`config.mk`:
```
export PLATFORM = sky130hd
export DESIGN_NAME = baud_tick_gen
export DESIGN_NICKNAME = d
export VERILOG_FILES = /design/src/rtl/baud_tick_pkg.sv /design/src/rtl/baud_prescaler.sv /design/src/rtl/baud_divider.sv /design/src/rtl/baud_cfg_hold.sv /design/src/rtl/baud_tick_gen.sv
export SDC_FILE = /design/constraint.sdc
export NUM_CORES = 1
export LEC_CHECK = 0
export BUFFER_PORTS_ARGS = -buffer_cell sky130_fd_sc_hd__buf_4
export CAP_MARGIN = 0
export CORE_MARGIN = 2
export CORE_UTILIZATION = 38
export CTS_CLUSTER_DIAMETER = 120
export DETAILED_ROUTE_END_ITERATION = 7
export GPL_TIMING_DRIVEN = 1
export PLACE_DENSITY = 0.6
export SLEW_MARGIN = 20
export SYNTH_ARGS = -nofsm -noshare
export SYNTH_HDL_FRONTEND = slang
export SYNTH_SLANG_ARGS = --single-unit
```
`constraint.sdc`:
```
create_clock -name clk -period 4.6 [get_ports clk]
set_input_delay 0.92 -clock clk [delete_from_list [all_inputs] [get_ports clk]]
set_output_delay 0.92 -clock clk [all_outputs]
set_load 0.02 [all_outputs]
```
`src/rtl/baud_tick_pkg.sv`:
```
package baud_tick_pkg;

  // Number of functional clocks per source tick for the selected path.
  function automatic int unsigned src_ratio(input logic xtal_sel,
                                            input int unsigned direct_ratio,
                                            input int unsigned xtal_ratio);
    return xtal_sel ? xtal_ratio : direct_ratio;
  endfunction

  // Clock cycles in one bit period for a divisor and path.
  function automatic longint unsigned bit_period(input logic xtal_sel,
                                                 input longint unsigned div,
                                                 input int unsigned direct_ratio,
                                                 input int unsigned xtal_ratio);
    return longint'(src_ratio(xtal_sel, direct_ratio, xtal_ratio)) * (div + 1);
  endfunction

endpackage

```
`src/rtl/baud_prescaler.sv`:
```
module baud_prescaler #(
  parameter int unsigned DIRECT_DIV = 4,
  parameter int unsigned XTAL_DIV   = 3,
  localparam int unsigned MAXP      = (DIRECT_DIV > XTAL_DIV) ? DIRECT_DIV : XTAL_DIV,
  localparam int unsigned PW        = $clog2(MAXP + 1)
) (
  input  logic          clk,
  input  logic          rst_n,
  input  logic          xtal_sel,
  output logic          src_tick,
  output logic [PW-1:0] pre_cnt
);
  import baud_tick_pkg::*;

  logic [PW-1:0] limit;

  always_comb begin
    limit    = PW'(src_ratio(xtal_sel, DIRECT_DIV, XTAL_DIV) - 1);
    src_tick = (pre_cnt == limit);
  end

  always_ff @(posedge clk) begin
    if (!rst_n)        pre_cnt <= '0;
    else if (src_tick) pre_cnt <= '0;
    else               pre_cnt <= pre_cnt + 1'b1;
  end
endmodule

```
`src/rtl/baud_divider.sv`:
```
module baud_divider #(
  parameter int unsigned DIV_W = 23
) (
  input  logic             clk,
  input  logic             rst_n,
  input  logic             src_tick,
  input  logic [DIV_W-1:0] act_div,
  output logic [DIV_W-1:0] div_cnt,
  output logic             terminal
);
  assign terminal = src_tick && (div_cnt == act_div);

  always_ff @(posedge clk) begin
    if (!rst_n)        div_cnt <= '0;
    else if (terminal) div_cnt <= '0;
    else if (src_tick) div_cnt <= div_cnt + 1'b1;
  end
endmodule

```
`src/rtl/baud_cfg_hold.sv`:
```
module baud_cfg_hold #(
  parameter int unsigned DIV_W       = 23,
  parameter int unsigned DEFAULT_DIV = 15,
  localparam int unsigned USE_BIT    = DIV_W,
  localparam int unsigned XTAL_BIT   = DIV_W + 1
) (
  input  logic             clk,
  input  logic             rst_n,
  input  logic [DIV_W+1:0] baud_cfg,
  input  logic             load,
  output logic [DIV_W-1:0] act_div,
  output logic             act_xtal,
  output logic             act_use
);
  always_ff @(posedge clk) begin
    if (!rst_n) begin
      act_div  <= DIV_W'(DEFAULT_DIV);
      act_xtal <= 1'b0;
      act_use  <= 1'b0;
    end else if (load) begin
      if (baud_cfg[USE_BIT]) begin
        act_div  <= baud_cfg[DIV_W-1:0];
        act_xtal <= baud_cfg[XTAL_BIT];
        act_use  <= 1'b1;
      end else begin
        act_div  <= DIV_W'(DEFAULT_DIV);
        act_xtal <= 1'b0;
        act_use  <= 1'b0;
      end
    end
  end
endmodule

```
`src/rtl/baud_tick_gen.sv`:
```
module baud_tick_gen #(
  parameter int unsigned DIV_W       = 23,
  parameter int unsigned DEFAULT_DIV = 15,
  parameter int unsigned DIRECT_DIV  = 4,
  parameter int unsigned XTAL_DIV    = 3,
  localparam int unsigned MAXP       = (DIRECT_DIV > XTAL_DIV) ? DIRECT_DIV : XTAL_DIV,
  localparam int unsigned PW         = $clog2(MAXP + 1)
) (
  input  logic             clk,
  input  logic             rst_n,
  input  logic [DIV_W+1:0] baud_cfg,
  output logic             bit_tick,
  output logic             cfg_active
);
  logic             src_tick;
  logic [PW-1:0]    pre_cnt;
  logic [DIV_W-1:0] act_div;
  logic [DIV_W-1:0] div_cnt;
  logic             act_xtal;
  logic             act_use;
  logic             terminal;

  baud_cfg_hold #(.DIV_W(DIV_W), .DEFAULT_DIV(DEFAULT_DIV)) u_hold (
    .clk(clk), .rst_n(rst_n), .baud_cfg(baud_cfg), .load(terminal),
    .act_div(act_div), .act_xtal(act_xtal), .act_use(act_use)
  );

  baud_prescaler #(.DIRECT_DIV(DIRECT_DIV), .XTAL_DIV(XTAL_DIV)) u_pre (
    .clk(clk), .rst_n(rst_n), .xtal_sel(act_xtal),
    .src_tick(src_tick), .pre_cnt(pre_cnt)
  );

  baud_divider #(.DIV_W(DIV_W)) u_div (
    .clk(clk), .rst_n(rst_n), .src_tick(src_tick), .act_div(act_div),
    .div_cnt(div_cnt), .terminal(terminal)
  );

  assign bit_tick   = terminal;
  assign cfg_active = act_use;
endmodule

```
# Word-level counts from Yosys, hierarchy flattened
# Cells that the tools add are included.
# word_totals
word_cells,18
rom_bits,0
reg_bits,51
ram_bits,0
latchBits,0
memories,0
# classes
div_mod_pow,0
eq_ne,2
mux,4
order_cmp,0
bitwise,1
multipliers,0
n_shift,0
reduce_logical,3
addsub,3
# op_table
cell,count
$add 23x1->23 const B,1
$eq 23x23->1,1
$mux 23,1
$reduce_or 2->1,2
$add 3x1->3 const B,1
$eq 3x3->1,1
$mux 3,1
$sub 3x1->3 const B,1
$mux 1,2
$logic_and 1x1->1,1
$not 1->1,1

# Longest topological paths before layout
# Gate-level depths: netlist of run 1.
# depth
ltp_word,5
ltp_mapped,8
ltp_nobuf,6

# Modules after synthesis
# Synthesis of run 1 repeated with hierarchy kept, for this count alone.
# unflattened
hier_cells,272
hier_area_um2,2467.4
# by_module_without_submodules
module,n_inst,cells_per_inst,area_per_inst_um2
baud_divider,1,148,1327.5
baud_cfg_hold,1,110,1002.2
baud_prescaler,1,14,137.6

# Worst setup path before layout of run 1
# No wires, ideal clock.
# synth_path
path_kind,register -> output
startpoint,reg u_div.div_cnt[3]
endpoint,out bit_tick
stages_incl_launch_ff,7
slack_ns,1.974
path_buffers,2
arrival_time_ns,1.706
path_cell_list,dfxtp_1 > buf_2 > xnor2_1 > nand4_1 > or4_1 > clkbuf_1 > nor2_1
# synth_between
elab_chain_len,2
# synth_lines
element,line,source
start: declaration,baud_divider.sv:8,"output logic [DIV_W-1:0] div_cnt,"
start signal: assignment,baud_divider.sv:16,else if (src_tick) div_cnt <= div_cnt + 1'b1;
$eq 23x23->1,baud_divider.sv:11,assign terminal = src_tick && (div_cnt == act_div);
$logic_and 1x1->1,baud_divider.sv:11,
end: declaration,baud_tick_gen.sv:12,"output logic bit_tick,"
# Every way passes these cells.

# Final worst setup path of run 1
# Ends and elaborated chain as after synthesis.

==> flow_metrics.env, run 1 <==
export IMPL_clockBufferDepth=2
export IMPL_synthTopCellsByArea="dfxtp_1, xnor2_1, mux2i_1"
export IMPL_synth_edf_count=0
export IMPL_fp_dieW_um=85.7
export IMPL_crit_family="simple AND/OR/NAND/NOR gates"
export IMPL_synthAdderAreaFrac_pct=0.986
export IMPL_wire_per_inst_um=14.6
export IMPL_min_from="u_hold.act_use"
export IMPL_post_dp_hpwl_um=4280
export IMPL_ys_ff_latch=51
export IMPL_layout_setup_ws_ns=1.60
export IMPL_syn_area_mm2=0.00254
export IMPL_timing_final_crit_share_pct=65.3
export IMPL_reg2regPathDepth=6
export IMPL_met1_usage_pct=23.6
export IMPL_cp_slowest_cell="or4_1"
export IMPL_power_leakage_nw=0.955
export IMPL_r2r_start="u_pre.pre_cnt[1]"
export IMPL_cts_hold_buffers=0
export IMPL_globalRouteTotalUtil_pct=16.5
export IMPL_grt_pass1_wl_um=9540
export IMPL_ys_warn_count=0
export IMPL_tightest_slew_ns=0.974
export IMPL_cts_buffers=5
export IMPL_cts_setup_buffers=0
export IMPL_cts_tree="yes"
export IMPL_clk_pin_slew_ns=0.10
export IMPL_drt_first_pass_iters=4
export IMPL_wirelength_um=5650
export IMPL_ys_seq_area_share_pct=40.2
export IMPL_h_tree_depth=2
export IMPL_rsz0062_at_grt="no"
export IMPL_synth_top_family_by_area="simple AND/OR/NAND/NOR gates"
export IMPL_netlist_area_leader_share_pct=40.2
export IMPL_synthMuxAreaShare_pct=8.28
export IMPL_core_area_mm2=0.00639
export IMPL_async_flop_share_pct=0
export IMPL_std_cell_rows=29
export IMPL_via_per_inst=5.23
export IMPL_max_stage_delay_ns=0.68
export IMPL_cp_cell_sequence="xnor2_1 -> nand4_1 -> or4_1 -> nor2_1 -> buf_4"
export IMPL_postSynthAreaPerCell_um2=8.72
export IMPL_crit_path_max_fanout=7
export IMPL_period_needed_ns=3.00
export IMPL_grt_max_degree=50
export IMPL_crit_type="reg -> out"
export IMPL_whs_ns=0.473
export IMPL_cts_root_buffer="clkbuf_8"
export IMPL_fill_cells=645
export IMPL_syn_nets=320
export IMPL_min_path_cells=2
export IMPL_r2r_setup_slack_ns=1.84
export IMPL_finalSetupTns_ns=0
export IMPL_synth_simple_gate_area_share_pct=28.0
export IMPL_synth_cells=291
export IMPL_p_total_mw=0.818
export IMPL_start_util_pct=39.7
export IMPL_grt_pass1_vias=1932
export IMPL_syn2layout_area_growth_pct=13.7
export IMPL_final_max_slew_violation_count=0
export IMPL_grt_busiest_layer="met2"
export IMPL_critPathRequiredTime_ns=3.68
export IMPL_drc=0
export IMPL_die_area_mm2=0.00735
export IMPL_via_count=2031
export IMPL_clkSinkCount=51
export IMPL_io_pins=29
export IMPL_finalSetupViolations=0
export IMPL_hold_class="reg -> reg"
export IMPL_n_antenna_cell=0
export IMPL_synth_ff_type="dfxtp_1"
export IMPL_yosysMostFrequentCell="dfxtp_1"
export IMPL_clock_fmax_ghz=0.333
export IMPL_synth_compound_area_share_pct=2.51
export IMPL_drt_iter0_markers=107
export IMPL_grt_use_met3_pct=2.98
export IMPL_endpoint_kind="output pin"
export IMPL_ir_drop_mv=0.208
export IMPL_worstSkewPairLatency_ns=0.31
export IMPL_antenna_found_initial=0
export IMPL_grt_ovfl_total=0
export IMPL_place_congestion=0.940
export IMPL_crit_arrival_ns=2.08
export IMPL_portBuffers=28
export IMPL_drtAntennaViolNets=0
export IMPL_finish_net_count=339
export IMPL_status="completed"
export IMPL_cp_start_kind="flip-flop"
export IMPL_r2r_end="u_hold.act_div[19]"
export IMPL_hold_viol=0
export IMPL_hold_path_endpoint="u_hold.act_use"
export IMPL_fp_dieH_um=85.7
export IMPL_cp_num_buf_inv=1
export IMPL_synthTopCellsByCount="dfxtp_1, xnor2_1, nand2_1"
export IMPL_clock_skew_ns=0.0135
export IMPL_synthXorXnorAreaFrac_pct=16.2
export IMPL_synth_largest_area_cell="dfxtp_1"
export IMPL_drive_gt1_share_pct=13.2
export IMPL_maxCapViolations=0
export IMPL_slew_headroom_pct=35.1
export IMPL_grtUsageMet2_pct=25.3
export IMPL_post_place_ws_ns=1.88
export IMPL_powerDensity_mw_per_mm2=284
export IMPL_ys_types=29
export IMPL_cts_resized=0
## flip-flops by register name, indices dropped and copies added (netlist names)
register / flops
u_div.div_cnt: 23
u_hold.act_div: 23
u_pre.pre_cnt: 3
u_hold.act_use: 1
u_hold.act_xtal: 1
## layer usage
metal / up-vias / part of all wire, %
li1: 1040 / -
met1: 943 / 50
met2: 42 / 44
met3: 6 / 4.1
met4: 0 / 1.5
met5: - / 0
## per-stage QoR
| step | utilization [%] | cells | cell area [um^2] |
|---|---|---|---|
| after floorplan | - | 291 | 2540 |
| after global placement | 43.4 | 380 | 2770 |
| after detailed placement | 43.4 | 380 | 2770 |
| after CTS | 45.2 | 388 | 2880 |
| after global routing | 45.2 | 388 | 2880 |
| final | 45.2 | 388 | 2880 |
## how the worst max path moves through the flow
stage | depth (start not counted) | endpoint | startpoint | slack, ns
after floorplan | 6 | bit_tick | u_div.div_cnt[3] | 1.97
after global placement | 6 | u_hold.act_xtal | u_pre.pre_cnt[1] | 1.86
after global routing | 5 | bit_tick | u_div.div_cnt[3] | 1.47
after CTS | 5 | bit_tick | u_div.div_cnt[3] | 1.60
final | 5 | bit_tick | u_div.div_cnt[3] | 1.60
after detailed placement | 6 | u_hold.act_div[22] | u_pre.pre_cnt[1] | 1.88
## power by group
part | switching [mW] | leakage, nW | total (mW) | internal, mW
clock | 0.155 | 0.0548 | 0.319 | 0.164
sequential | 0.00373 | 0.411 | 0.449 | 0.445
combinational | 0.0266 | 0.489 | 0.0503 | 0.0237
total | 0.186 | 0.955 | 0.818 | 0.633
## cells in the final DEF, fill, tap and decap left out, types with 5 or more instances in the layout
cell type	count
buf_4	29
nor3_1	7
nor2_1	27
xnor2_1	37
o21ai_0	5
nand3_1	31
mux2i_1	21
a21oi_1	6
and3_1	5
dfxtp_1	51
nand2_1	32
clkbuf_8	5
xor2_1	8
nand4_1	16
## cells by family (layout without fill, tap and decap cells)
logic type,after synthesis,count (layout)
compound gates,12,12
fa+ha+maj,2,2
simple gates,138,138
flops,51,51
xor+xnor,46,46
mux,21,21
buf+inv,21,41
## tightest hold or removal path: cells and delay by family (launching register included)
kind,cells,cell delay [ns]
flip-flops,1,0.33
multiplexers,1,0.05
AND/OR/NAND/NOR,1,0.05
## final cells by class
cell class | count | area [um^2] | share of cell area, %
Clock buffer | 5 | 68.8 | 2.39
Clock inverter | 3 | 46.3 | 1.61
Inverter | 4 | 15.0 | 0.521
Multi-Input combinational cell | 219 | 1420 | 49.2
Sequential cell | 51 | 1020 | 35.4
Tap cell | 77 | 96.3 | 3.34
Timing Repair Buffer | 29 | 218 | 7.55
No activity file was read; power rests on OpenSTA's default activity.
==> run 2, diff against run 1 <==
- clock period: 4.6 -> 3 ns (I/O delays scaled with it)
==> run 2 against run 1 <==
Net effect: core utilization shrank 0.29 points; register-to-register slack got worse by 1.1 ns; power up 39%; non-clock buffer count up 2; clock-buffer cell count grew 2; final cell count is 0.52% higher; highest routed layer unchanged.
==> flow_metrics.env, run 2 (same netlist as run 1, synthesis figures left out) <==
export IMPL_globalRouteTotalUtil_pct=16.8
export IMPL_portBuffers=28
export IMPL_clkSinkCount=51
export IMPL_worstSkewPairLatency_ns=0.30
export IMPL_std_cell_rows=29
export IMPL_powerDensity_mw_per_mm2=398
export IMPL_syn2layout_area_growth_pct=12.9
export IMPL_fp_dieH_um=85.7
export IMPL_endpoint_kind="output pin"
export IMPL_grt_pass1_vias=2028
export IMPL_core_area_mm2=0.00639
export IMPL_status="completed"
export IMPL_crit_path_max_fanout=7
export IMPL_dpl_cell_area_mm2=0.00278
export IMPL_clk_pin_slew_ns=0.08
export IMPL_critPathRequiredTime_ns=2.40
export IMPL_grt_ovfl_total=0
export IMPL_power_leakage_nw=0.953
export IMPL_die_area_mm2=0.00735
export IMPL_crit_type="reg -> out"
export IMPL_grt_pass1_wl_um=9870
export IMPL_wire_per_inst_um=14.1
export IMPL_ir_drop_mv=0.194
export IMPL_p_total_mw=1.14
export IMPL_maxCapViolations=0
export IMPL_finish_net_count=341
export IMPL_reg_top3="u_div.div_cnt: 23 flops, u_hold.act_div: 23 flops, u_pre.pre_cnt: 3 flops"
export IMPL_drive_gt1_share_pct=13.1
export IMPL_fill_cells=641
export IMPL_drt_first_pass_iters=4
export IMPL_io_pins=29
export IMPL_grt_max_degree=50
export IMPL_n_antenna_cell=0
export IMPL_final_common_cell="dfxtp_1"
export IMPL_antenna_found_initial=0
export IMPL_slew_headroom_pct=59.6
export IMPL_drt_iter0_markers=83
export IMPL_place_congestion=0.844
export IMPL_drc=0
export IMPL_post_dp_hpwl_um=4180
export IMPL_wirelength_um=5510
export IMPL_cts_resized=0
export IMPL_finalSetupTns_ns=0
export IMPL_clock_fmax_ghz=0.377
export IMPL_via_per_inst=5.21
export IMPL_timing_final_crit_share_pct=88.5
export IMPL_clock_skew_ns=0.00648
export IMPL_fin_util_pct=44.9
export IMPL_period_needed_ns=2.65
export IMPL_rsz0062_at_grt="no"
export IMPL_tightest_slew_ns=0.601
export IMPL_hold_viol=0
export IMPL_clockBufferDepth=2
export IMPL_final_max_slew_violation_count=0
export IMPL_h_tree_depth=2
export IMPL_mostFrequentLayoutCells="dfxtp_1, xnor2_1, nand2_1"
export IMPL_cp_start_kind="flip-flop"
export IMPL_start_util_pct=39.7
export IMPL_crit_arrival_ns=2.05
export IMPL_drtAntennaViolNets=0
export IMPL_cts_setup_buffers=0
export IMPL_cts_buffers=5
export IMPL_cts_tree="yes"
export IMPL_fp_dieW_um=85.7
export IMPL_final_area_mm2=0.00287
export IMPL_finalSetupViolations=0
export IMPL_via_count=2030
export IMPL_cts_hold_buffers=0
export IMPL_hold_class="reg -> reg"
export IMPL_cts_root_buffer="clkbuf_8"
## run 2: worst paths after layout
check                                 startpoint                  to  slack [ns]  cells past startpoint
worst max-delay path            u_div.div_cnt[3]            bit_tick        0.35                      5
worst min-delay path              u_hold.act_use      u_hold.act_use        0.47                      2
worst max register to register  u_pre.pre_cnt[1]  u_hold.act_div[20]        0.78                      6
worst min register to register    u_hold.act_use      u_hold.act_use        0.47                      2
## run 2: power breakdown
| part | total, mW | switching, mW | internal (mW) |
|---|---|---|---|
| registers | 0.688 | 0.00556 | 0.682 |
| clock network | 0.376 | 0.212 | 0.164 |
| logic | 0.0768 | 0.0397 | 0.0372 |
| total | 1.14 | 0.258 | 0.883 |
## run 2: layout make-up
cell class                      count  area, um^2  area share, %
Timing Repair Buffer               31         233           8.12
Sequential cell                    51        1020           35.6
Clock buffer                        7        76.3           2.66
Tap cell                           77        96.3           3.36
Multi-Input combinational cell    219        1420           49.5
Inverter                            4        15.0          0.524
Clock inverter                      1        5.00          0.175
## run 2: critical path, stage by stage, from the launching register on
cell	delay (ns)
dfxtp_1	0.48
xnor2_1	0.17
nand4_1	0.13
or4_1	0.66
nor2_1	0.16
buf_4	0.15
## run 2: metal layers
| layer | part of all wire [%] | track usage [%] | up-vias |
|---|---|---|---|
| li1 | - | - | 1045 |
| met3 | 3.1 | 2.60 | 4 |
| met2 | 45 | 26.1 | 36 |
| met4 | 1.3 | 5.77 | 0 |
| met1 | 50 | 23.9 | 945 |
| met5 | 0 | 0 | - |
## run 2: metrics by stage
| stage | instances | hold slack [ns] | setup WS, ns |
|---|---|---|---|
| final | 390 | 0.469 | 0.346 |
| after global routing | 390 | 0.489 | 0.203 |
| after CTS | 390 | 0.470 | 0.341 |
| after global placement | 382 | 0.446 | 0.694 |
| after detailed placement | 382 | 0.457 | 0.678 |
| after floorplan | 291 | 0.447 | 0.694 |
